===== src/rtl/rb_pkg.sv =====
package rb_pkg;
    localparam int TAG_W = 4;

    typedef enum logic [1:0] {
        SRC_NONE = 2'd0,
        SRC_LD   = 2'd1,
        SRC_MD   = 2'd2,
        SRC_ADD  = 2'd3
    } src_e;
endpackage


===== src/rtl/rb_ldbuf.sv =====
module rb_ldbuf #(
    parameter int NUM_LD = 6,
    parameter int DATA_W = 32,
    parameter int TAG_W  = 4
) (
    input  logic                     clk,
    input  logic                     rst_n,
    input  logic [NUM_LD-1:0]        fill,
    input  logic [NUM_LD*DATA_W-1:0] fill_data,
    input  logic                     gnt,
    output logic [NUM_LD-1:0]        busy,
    output logic                     req,
    output logic [TAG_W-1:0]         req_tag,
    output logic [DATA_W-1:0]        req_data
);
    localparam int IDX_W = (NUM_LD > 1) ? $clog2(NUM_LD) : 1;

    typedef struct packed {
        logic [NUM_LD-1:0]             full;
        logic [NUM_LD-1:0][DATA_W-1:0] data;
    } ld_st_t;

    ld_st_t            st_d, st_q;
    logic [IDX_W-1:0]  sel;

    always_comb begin
        st_d = st_q;
        sel  = '0;
        for (int i = NUM_LD - 1; i >= 0; i--) begin
            if (st_q.full[i]) sel = IDX_W'(i);
        end
        if (gnt) st_d.full[sel] = 1'b0;
        for (int i = 0; i < NUM_LD; i++) begin
            if (fill[i] && !st_q.full[i]) begin
                st_d.full[i] = 1'b1;
                st_d.data[i] = fill_data[i*DATA_W +: DATA_W];
            end
        end
    end

    always_ff @(posedge clk or negedge rst_n) begin
        if (!rst_n) st_q <= '0;
        else        st_q <= st_d;
    end

    assign busy     = st_q.full;
    assign req      = |st_q.full;
    assign req_tag  = TAG_W'(sel) + TAG_W'(1);
    assign req_data = st_q.data[sel];

    for (genvar g = 0; g < NUM_LD; g++) begin : g_chk
        assert_fill_full_ignored_R10: assert property (@(posedge clk) disable iff (!rst_n)
            (fill[g] && st_q.full[g]) |=> $stable(st_q.data[g]));
    end
endmodule


===== src/rtl/rb_addpipe.sv =====
module rb_addpipe #(
    parameter int DATA_W = 32,
    parameter int TAG_W  = 4
) (
    input  logic              clk,
    input  logic              rst_n,
    input  logic              in_valid,
    input  logic [TAG_W-1:0]  in_tag,
    input  logic [DATA_W-1:0] in_a,
    input  logic [DATA_W-1:0] in_b,
    output logic              in_ready,
    input  logic              gnt,
    output logic              req,
    output logic [TAG_W-1:0]  req_tag,
    output logic [DATA_W-1:0] req_data
);
    typedef struct packed {
        logic              s1_v;
        logic [TAG_W-1:0]  s1_tag;
        logic [DATA_W-1:0] s1_sum;
        logic              o_v;
        logic [TAG_W-1:0]  o_tag;
        logic [DATA_W-1:0] o_sum;
    } add_st_t;

    add_st_t st_d, st_q;
    logic    advance;

    always_comb begin
        st_d     = st_q;
        advance  = st_q.s1_v && (!st_q.o_v || gnt);
        in_ready = !st_q.s1_v || !st_q.o_v || gnt;
        if (advance) begin
            st_d.o_v   = 1'b1;
            st_d.o_tag = st_q.s1_tag;
            st_d.o_sum = st_q.s1_sum;
        end else if (gnt) begin
            st_d.o_v = 1'b0;
        end
        if (in_valid && in_ready) begin
            st_d.s1_v   = 1'b1;
            st_d.s1_tag = in_tag;
            st_d.s1_sum = in_a + in_b;
        end else if (advance) begin
            st_d.s1_v = 1'b0;
        end
    end

    always_ff @(posedge clk or negedge rst_n) begin
        if (!rst_n) st_q <= '0;
        else        st_q <= st_d;
    end

    assign req      = st_q.o_v;
    assign req_tag  = st_q.o_tag;
    assign req_data = st_q.o_sum;

    assert_add_hold_R7: assert property (@(posedge clk) disable iff (!rst_n)
        (req && !gnt) |=> (req && $stable(req_tag) && $stable(req_data)));
    assert_add_stall_R8: assert property (@(posedge clk) disable iff (!rst_n)
        (st_q.s1_v && req && !gnt) |-> !in_ready);
endmodule


===== src/rtl/rb_muldiv.sv =====
module rb_muldiv #(
    parameter int DATA_W  = 32,
    parameter int TAG_W   = 4,
    parameter int MUL_LAT = 3,
    parameter int DIV_LAT = 12
) (
    input  logic              clk,
    input  logic              rst_n,
    input  logic              in_valid,
    input  logic              in_div,
    input  logic [TAG_W-1:0]  in_tag,
    input  logic [DATA_W-1:0] in_a,
    input  logic [DATA_W-1:0] in_b,
    output logic              in_ready,
    input  logic              gnt,
    output logic              req,
    output logic [TAG_W-1:0]  req_tag,
    output logic [DATA_W-1:0] req_data
);
    localparam int MAX_LAT = (DIV_LAT > MUL_LAT) ? DIV_LAT : MUL_LAT;
    localparam int CNT_W   = $clog2(MAX_LAT + 1);

    typedef struct packed {
        logic              busy;
        logic              is_div;
        logic [CNT_W-1:0]  cnt;
        logic [TAG_W-1:0]  tag;
        logic [DATA_W-1:0] a;
        logic [DATA_W-1:0] b;
        logic              o_v;
        logic [TAG_W-1:0]  o_tag;
        logic [DATA_W-1:0] o_res;
    } md_st_t;

    md_st_t            st_d, st_q;
    logic [DATA_W-1:0] result;

    always_comb begin
        if (st_q.is_div) result = (st_q.b == '0) ? '1 : st_q.a / st_q.b;
        else             result = st_q.a * st_q.b;
    end

    always_comb begin
        st_d     = st_q;
        in_ready = !st_q.busy && (!st_q.o_v || gnt);
        if (gnt) st_d.o_v = 1'b0;
        if (st_q.busy) begin
            if (st_q.cnt == '0) begin
                st_d.busy  = 1'b0;
                st_d.o_v   = 1'b1;
                st_d.o_tag = st_q.tag;
                st_d.o_res = result;
            end else begin
                st_d.cnt = st_q.cnt - CNT_W'(1);
            end
        end
        if (in_valid && in_ready) begin
            st_d.busy   = 1'b1;
            st_d.is_div = in_div;
            st_d.tag    = in_tag;
            st_d.a      = in_a;
            st_d.b      = in_b;
            st_d.cnt    = in_div ? CNT_W'(DIV_LAT - 2) : CNT_W'(MUL_LAT - 2);
        end
    end

    always_ff @(posedge clk or negedge rst_n) begin
        if (!rst_n) st_q <= '0;
        else        st_q <= st_d;
    end

    assign req      = st_q.o_v;
    assign req_tag  = st_q.o_tag;
    assign req_data = st_q.o_res;

    assert_md_busy_blocks_R8: assert property (@(posedge clk) disable iff (!rst_n)
        st_q.busy |-> !in_ready);
    assert_md_hold_R7: assert property (@(posedge clk) disable iff (!rst_n)
        (req && !gnt) |=> (req && $stable(req_tag) && $stable(req_data)));
endmodule


===== src/rtl/rb_busarb.sv =====
module rb_busarb
    import rb_pkg::*;
#(
    parameter int DATA_W = 32,
    parameter int TAG_W  = 4
) (
    input  logic              clk,
    input  logic              rst_n,
    input  logic              ld_req,
    input  logic [TAG_W-1:0]  ld_tag,
    input  logic [DATA_W-1:0] ld_data,
    input  logic              md_req,
    input  logic [TAG_W-1:0]  md_tag,
    input  logic [DATA_W-1:0] md_data,
    input  logic              add_req,
    input  logic [TAG_W-1:0]  add_tag,
    input  logic [DATA_W-1:0] add_data,
    output logic              ld_gnt,
    output logic              md_gnt,
    output logic              add_gnt,
    output logic              bus_valid,
    output logic [TAG_W-1:0]  bus_tag,
    output logic [DATA_W-1:0] bus_data
);
    typedef struct packed {
        logic              valid;
        logic [TAG_W-1:0]  tag;
        logic [DATA_W-1:0] data;
    } bus_st_t;

    bus_st_t st_d, st_q;
    src_e    winner;

    always_comb begin
        if (ld_req)       winner = SRC_LD;
        else if (md_req)  winner = SRC_MD;
        else if (add_req) winner = SRC_ADD;
        else              winner = SRC_NONE;

        ld_gnt  = (winner == SRC_LD);
        md_gnt  = (winner == SRC_MD);
        add_gnt = (winner == SRC_ADD);

        st_d = '0;
        unique case (winner)
            SRC_LD:  st_d = '{valid: 1'b1, tag: ld_tag,  data: ld_data};
            SRC_MD:  st_d = '{valid: 1'b1, tag: md_tag,  data: md_data};
            SRC_ADD: st_d = '{valid: 1'b1, tag: add_tag, data: add_data};
            default: st_d = '0;
        endcase
    end

    always_ff @(posedge clk or negedge rst_n) begin
        if (!rst_n) st_q <= '0;
        else        st_q <= st_d;
    end

    assign bus_valid = st_q.valid;
    assign bus_tag   = st_q.tag;
    assign bus_data  = st_q.data;

    assert_idle_zero_R9: assert property (@(posedge clk) disable iff (!rst_n)
        !bus_valid |-> (bus_tag == '0 && bus_data == '0));
    assert_work_conserving_R11: assert property (@(posedge clk) disable iff (!rst_n)
        (ld_req || md_req || add_req) |=> bus_valid);
    assert_load_first_R6: assert property (@(posedge clk) disable iff (!rst_n)
        (ld_req && (md_req || add_req)) |=> (bus_tag == $past(ld_tag) && bus_data == $past(ld_data)));
    assert_md_over_add_R6: assert property (@(posedge clk) disable iff (!rst_n)
        (!ld_req && md_req && add_req) |=> (bus_tag == $past(md_tag)));
endmodule


===== src/rtl/rb_top.sv =====
module rb_top #(
    parameter int NUM_LD  = 6,
    parameter int DATA_W  = 32,
    parameter int TAG_W   = 4,
    parameter int MUL_LAT = 3,
    parameter int DIV_LAT = 12
) (
    input  logic                     clk,
    input  logic                     rst_n,
    input  logic [NUM_LD-1:0]        ld_fill,
    input  logic [NUM_LD*DATA_W-1:0] ld_fill_data,
    output logic [NUM_LD-1:0]        ld_busy,
    input  logic                     add_in_valid,
    input  logic [TAG_W-1:0]         add_in_tag,
    input  logic [DATA_W-1:0]        add_in_a,
    input  logic [DATA_W-1:0]        add_in_b,
    output logic                     add_in_ready,
    input  logic                     md_in_valid,
    input  logic                     md_in_div,
    input  logic [TAG_W-1:0]         md_in_tag,
    input  logic [DATA_W-1:0]        md_in_a,
    input  logic [DATA_W-1:0]        md_in_b,
    output logic                     md_in_ready,
    output logic                     bus_valid,
    output logic [TAG_W-1:0]         bus_tag,
    output logic [DATA_W-1:0]        bus_data
);
    logic              ld_req, md_req, add_req;
    logic              ld_gnt, md_gnt, add_gnt;
    logic [TAG_W-1:0]  ld_tag, md_tag, add_tag;
    logic [DATA_W-1:0] ld_data, md_data, add_data;

    rb_ldbuf #(.NUM_LD(NUM_LD), .DATA_W(DATA_W), .TAG_W(TAG_W)) u_ld (
        .clk(clk), .rst_n(rst_n), .fill(ld_fill), .fill_data(ld_fill_data),
        .gnt(ld_gnt), .busy(ld_busy), .req(ld_req), .req_tag(ld_tag), .req_data(ld_data)
    );

    rb_addpipe #(.DATA_W(DATA_W), .TAG_W(TAG_W)) u_add (
        .clk(clk), .rst_n(rst_n), .in_valid(add_in_valid), .in_tag(add_in_tag),
        .in_a(add_in_a), .in_b(add_in_b), .in_ready(add_in_ready), .gnt(add_gnt),
        .req(add_req), .req_tag(add_tag), .req_data(add_data)
    );

    rb_muldiv #(.DATA_W(DATA_W), .TAG_W(TAG_W), .MUL_LAT(MUL_LAT), .DIV_LAT(DIV_LAT)) u_md (
        .clk(clk), .rst_n(rst_n), .in_valid(md_in_valid), .in_div(md_in_div),
        .in_tag(md_in_tag), .in_a(md_in_a), .in_b(md_in_b), .in_ready(md_in_ready),
        .gnt(md_gnt), .req(md_req), .req_tag(md_tag), .req_data(md_data)
    );

    rb_busarb #(.DATA_W(DATA_W), .TAG_W(TAG_W)) u_arb (
        .clk(clk), .rst_n(rst_n),
        .ld_req(ld_req), .ld_tag(ld_tag), .ld_data(ld_data),
        .md_req(md_req), .md_tag(md_tag), .md_data(md_data),
        .add_req(add_req), .add_tag(add_tag), .add_data(add_data),
        .ld_gnt(ld_gnt), .md_gnt(md_gnt), .add_gnt(add_gnt),
        .bus_valid(bus_valid), .bus_tag(bus_tag), .bus_data(bus_data)
    );
endmodule


===== config.mk =====
export PLATFORM = sky130hd
export DESIGN_NAME = rb_top
export DESIGN_NICKNAME = d
export VERILOG_FILES = /design/src/rtl/rb_pkg.sv /design/src/rtl/rb_ldbuf.sv /design/src/rtl/rb_addpipe.sv /design/src/rtl/rb_muldiv.sv /design/src/rtl/rb_busarb.sv /design/src/rtl/rb_top.sv
export SDC_FILE = /design/constraint.sdc
export NUM_CORES = 2
export LEC_CHECK = 0
export BUFFER_PORTS_ARGS = -buffer_cell sky130_fd_sc_hd__buf_2
export CAP_MARGIN = 5
export CORE_MARGIN = 2
export CORE_UTILIZATION = 45
export DETAILED_ROUTE_END_ITERATION = 10
export GPL_TIMING_DRIVEN = 1
export SLEW_MARGIN = 20
export SYNTH_ARGS = -nofsm -noshare
export SYNTH_HDL_FRONTEND = slang
export SYNTH_SLANG_ARGS = --single-unit
export TNS_END_PERCENT = 100

===== constraint.sdc =====
create_clock -name clk -period 73.6 [get_ports clk]
set_input_delay 3.68 -clock clk [delete_from_list [all_inputs] [get_ports clk]]
set_output_delay 3.68 -clock clk [all_outputs]
set_load 0.005 [all_outputs]

==> results list <==
- On the final layout, the worst clock skew is slightly above 50 ps.
- Endpoint of the lowest-slack register-to-register path: u_md.req_data[0]$_DFFE_PN0P_
- Hold-critical path endpoint: u_md.req_tag[1]$_DFFE_PN0P_
* Worst hold margin: 467 ps
- Number of standard cells after synthesis: approximately 7700
* Average via count per standard cell: roughly 6
- Counting flops and latches in the post-synthesis netlist gives 420.
- Yosys cell types: around 100
- TritonCTS built the clock tree.
- Counting flops with a built-in enable in the synthesized netlist gives 0.
- R2r setup slk: around 3400 ps
* Count of final max-slew check failures: 0
* CTS Root Buffer Type: clkbuf_16
- Arrival time worst endpoint: 70670 ps
- Post-synth design cell area: approximately 63000 sq um
- ~380 I/O pins were placed.
- The final route contains between 60000 and 70000 vias.
- Maximum count of clock buffers along a single path: 3
- Number of synthesis warnings: 0
- For this run, asynchronously set or reset flops after synthesis account for 100%.
- The run finished with clean final reports.
- Number of buffers inserted during clock tree synthesis: 46
- Along the worst path, the maximum fanout reaches 24.
- Fmax achieved: around 14 MHz
- The count of nets left with antenna violations once routing finished came out at 0.
- The final number of hold-violating endpoints is 0.
* Required time of the critical path: ~74000 ps
- First-pass GRT wire length: 387000 um
- Worst hold stages: 2
- Summing all multi-input logic gate instances after layout gives about 50000 sq um.
- Top post-synthesis cells by count: nand2_1, ha_1, inv_1, nor2_1, dfrtp_1
- Cell occurring most often along the worst timing path: ha_1
* Die outline height: 378 um
* Routed wire length: 263000 um
- The floorplan has around 140 rows.
- Fraction of synthesized cell area taken by the top area cell type: about 17%
- Number of failing setup endpoints in the final timing report: 0
- Slowest library cell on the worst path: or4_1
- After detailed routing, the average wire length per cell comes to between 20 and 25 um.
* Tightest Hold Check Type: reg -> reg
* Synthesized area per cell: 8.13 sq um
- Number of nets in the layout: a little over 10000
- The number of antenna violations at the first check in global routing was 26.
- After clock tree synthesis, the clock-pin slew on the worst setup and hold paths is 80 ps.
* Worst-margin pin slew: around 1100 ps
* Post-synth top area cell: dfrtp_1
- The number of cells on the worst reg-to-reg path is between 300 and 400.
- Crit end category: flop
- The die covers approximately 140000 sq um.
* Core Region: 139000 sq um
- Number of hold buffers added after CTS: 0
* Stage delay of the slowest cell on the critical path: about 630 ps
* Source of the worst register-to-register timing path: u_md.st_q[70]$_DFFE_PN0P_
- Hold Startpoint: u_md.st_q[102]$_DFFE_PN0P_
* Mapped Nets: 9174
* Deepest level of the CTS H-tree: 2
- Minimum clock period: around 70000 ps
* Sequential cell area: approximately 11000 sq um
- Synth-to-Final Area Change: 19.1%
- Global routing finished with a remaining overflow of 0.
* Worst Path Class, Setup: reg -> reg
- Yosys attributes the largest share of cell area to dfrtp_1, ha_1, fa_1.
- Entering global routing, the biggest net connects 83 pins.
- Maxcap violations: 0
* Sink count of the clock tree: 420
- After detailed routing, the number of remaining DRC violations is 0.
- Initial Utilization: a little under half
- In the post-synthesis netlist, the cell with the most instances is nand2_1.
- After the first detailed-routing iteration, the DRC count stood at between 5000 and 6000.
- Most used DFF post-synth: dfrtp_1
- The die is roughly 380 um wide.
* Number of global-route vias before repair: approximately 62000
- For this run, the total global-route usage over all layers was measured as between 30 and 40%.
- In the final layout, the share of cells above drive strength 1 is about a fifth.
* Worst relative slew slack: between 20% and 30%
- Routability-driven placement finished with a final weighted congestion of 1.01.
- Fill cell count: between 10000 and 15000
* 1st-pass router iterations: 6
- Startpoint Class: flop
* Skew-Pair Late Insertion Delay: around 640 ps
- Detailed-placement wirelength estimate: ~210000 um
- Sequential cells were found to cover between 10% and 20% of the synthesized design area.
- Share of the cycle needed by the critical path after routing: a little over nine tenths
- Buffers placed on the I/O ports in this run total about 380.
==> registers in the layout, indices dropped and copies added, names as in the netlist <==
name and count:
u_arb.bus_data 32, u_arb.bus_valid 1, u_md.req 1, u_md.req_data 32
u_add.req_tag 4, u_md.st_q 74, u_add.req_data 32, u_ld.busy 6
u_add.st_q 37, u_ld.st_q 192, u_arb.bus_tag 4, u_md.req_tag 4
u_add.req 1
==> layer usage <==
metal / vias up / global-route usage, % / share of wire (%)
met5: - / 0.0343 / 0.10
met4: 36 / 16.2 / 5.1
met3: 607 / 7.31 / 9.1
met2: 2879 / 56.8 / 44
met1: 30500 / 47.0 / 42
li1: 28900 / - / -
==> per-stage QoR <==
step                cells  setup slack [ps]  util [%]  area [sq um]  TNS (ps)
floorplan            7737              3570         -         62900         0
global placement    10500               247      52.3         72800         0
detailed placement  10500              -720      52.3         72800      -720
CTS                 10600              92.8      53.4         74300         0
global route        10700              -151      53.8         74900      -151
finish              10700              3420      53.8         74900         0
==> final cells by class <==
class	instances	share of cell area, %
Tap cell	1876	3.13
Sequential cell	420	14.0
Clock inverter	15	0.207
Multi-Input combinational cell	6308	65.7
Inverter	665	3.33
Timing Repair Buffer	1299	11.8
Clock buffer	67	1.78
Antenna cell	7	0.0234
==> worst max-delay path: cells and delay by family, from the launching register on <==
family                   cells  cell delay (ps)
buffers and inverters       28             4800
multiplexers                 6             2150
adder cells (fa/ha/maj)     31             9260
AND/OR/NAND/NOR             85            17720
flip-flops                   1              360
AO/OA/AOI/OAI              160            35660
==> logic make-up after synthesis <==
family,after synthesis,synth area share [%]
adder cells (fa/ha/maj),1098,26.7
multiplexers,370,6.47
buffers and inverters,1011,6.11
AO/OA/AOI/OAI,1836,19.5
AND/OR/NAND/NOR,2547,18.2
XOR/XNOR,455,6.34
flip-flops,420,16.7
==> how the worst max path moves through the flow <==
stage	from	end	depth (start not counted)
after global routing	u_md.st_q[70]$_DFFE_PN0P_	u_md.req_data[0]$_DFFE_PN0P_	319
after detailed placement	u_md.st_q[70]$_DFFE_PN0P_	u_md.req_data[0]$_DFFE_PN0P_	300
after CTS	u_md.st_q[70]$_DFFE_PN0P_	u_md.req_data[0]$_DFFE_PN0P_	302
final	u_md.st_q[70]$_DFFE_PN0P_	u_md.req_data[0]$_DFFE_PN0P_	310
after floorplan	u_md.st_q[37]$_DFFE_PN0P_	u_md.req_data[0]$_DFFE_PN0P_	321
after global placement	u_md.st_q[50]$_DFFE_PN0P_	u_md.req_data[0]$_DFFE_PN0P_	304
==> cells in the final DEF, fill, tap and decap left out, types with 291 or more instances in the layout <==
cell type  netlist  routed
dfrtp_1        420     420
buf_2           13     382
buf_4            6     908
mux2_2         291     291
ha_1           689     689
nand2_1       1155    1152
nor2_1         557     550
a21oi_1        401     389
o21ai_0        391     378
inv_1          658     647
fa_1           409     409
==> timing repair <==
| item | 4_1_cts | 5_1_grt |
|---|---|---|
| gates cloned | 1 | 1 |
| pin swaps | 1 | 13 |
| gates resized for setup | 6 | 93 |
| setup endpoints to repair | 1 | 3 |
| setup buffers | 0 | 19 |
Power is left out: the tool's default activity adds up to more than one toggle a clock period on the data nets, which glitch-free logic cannot reach.
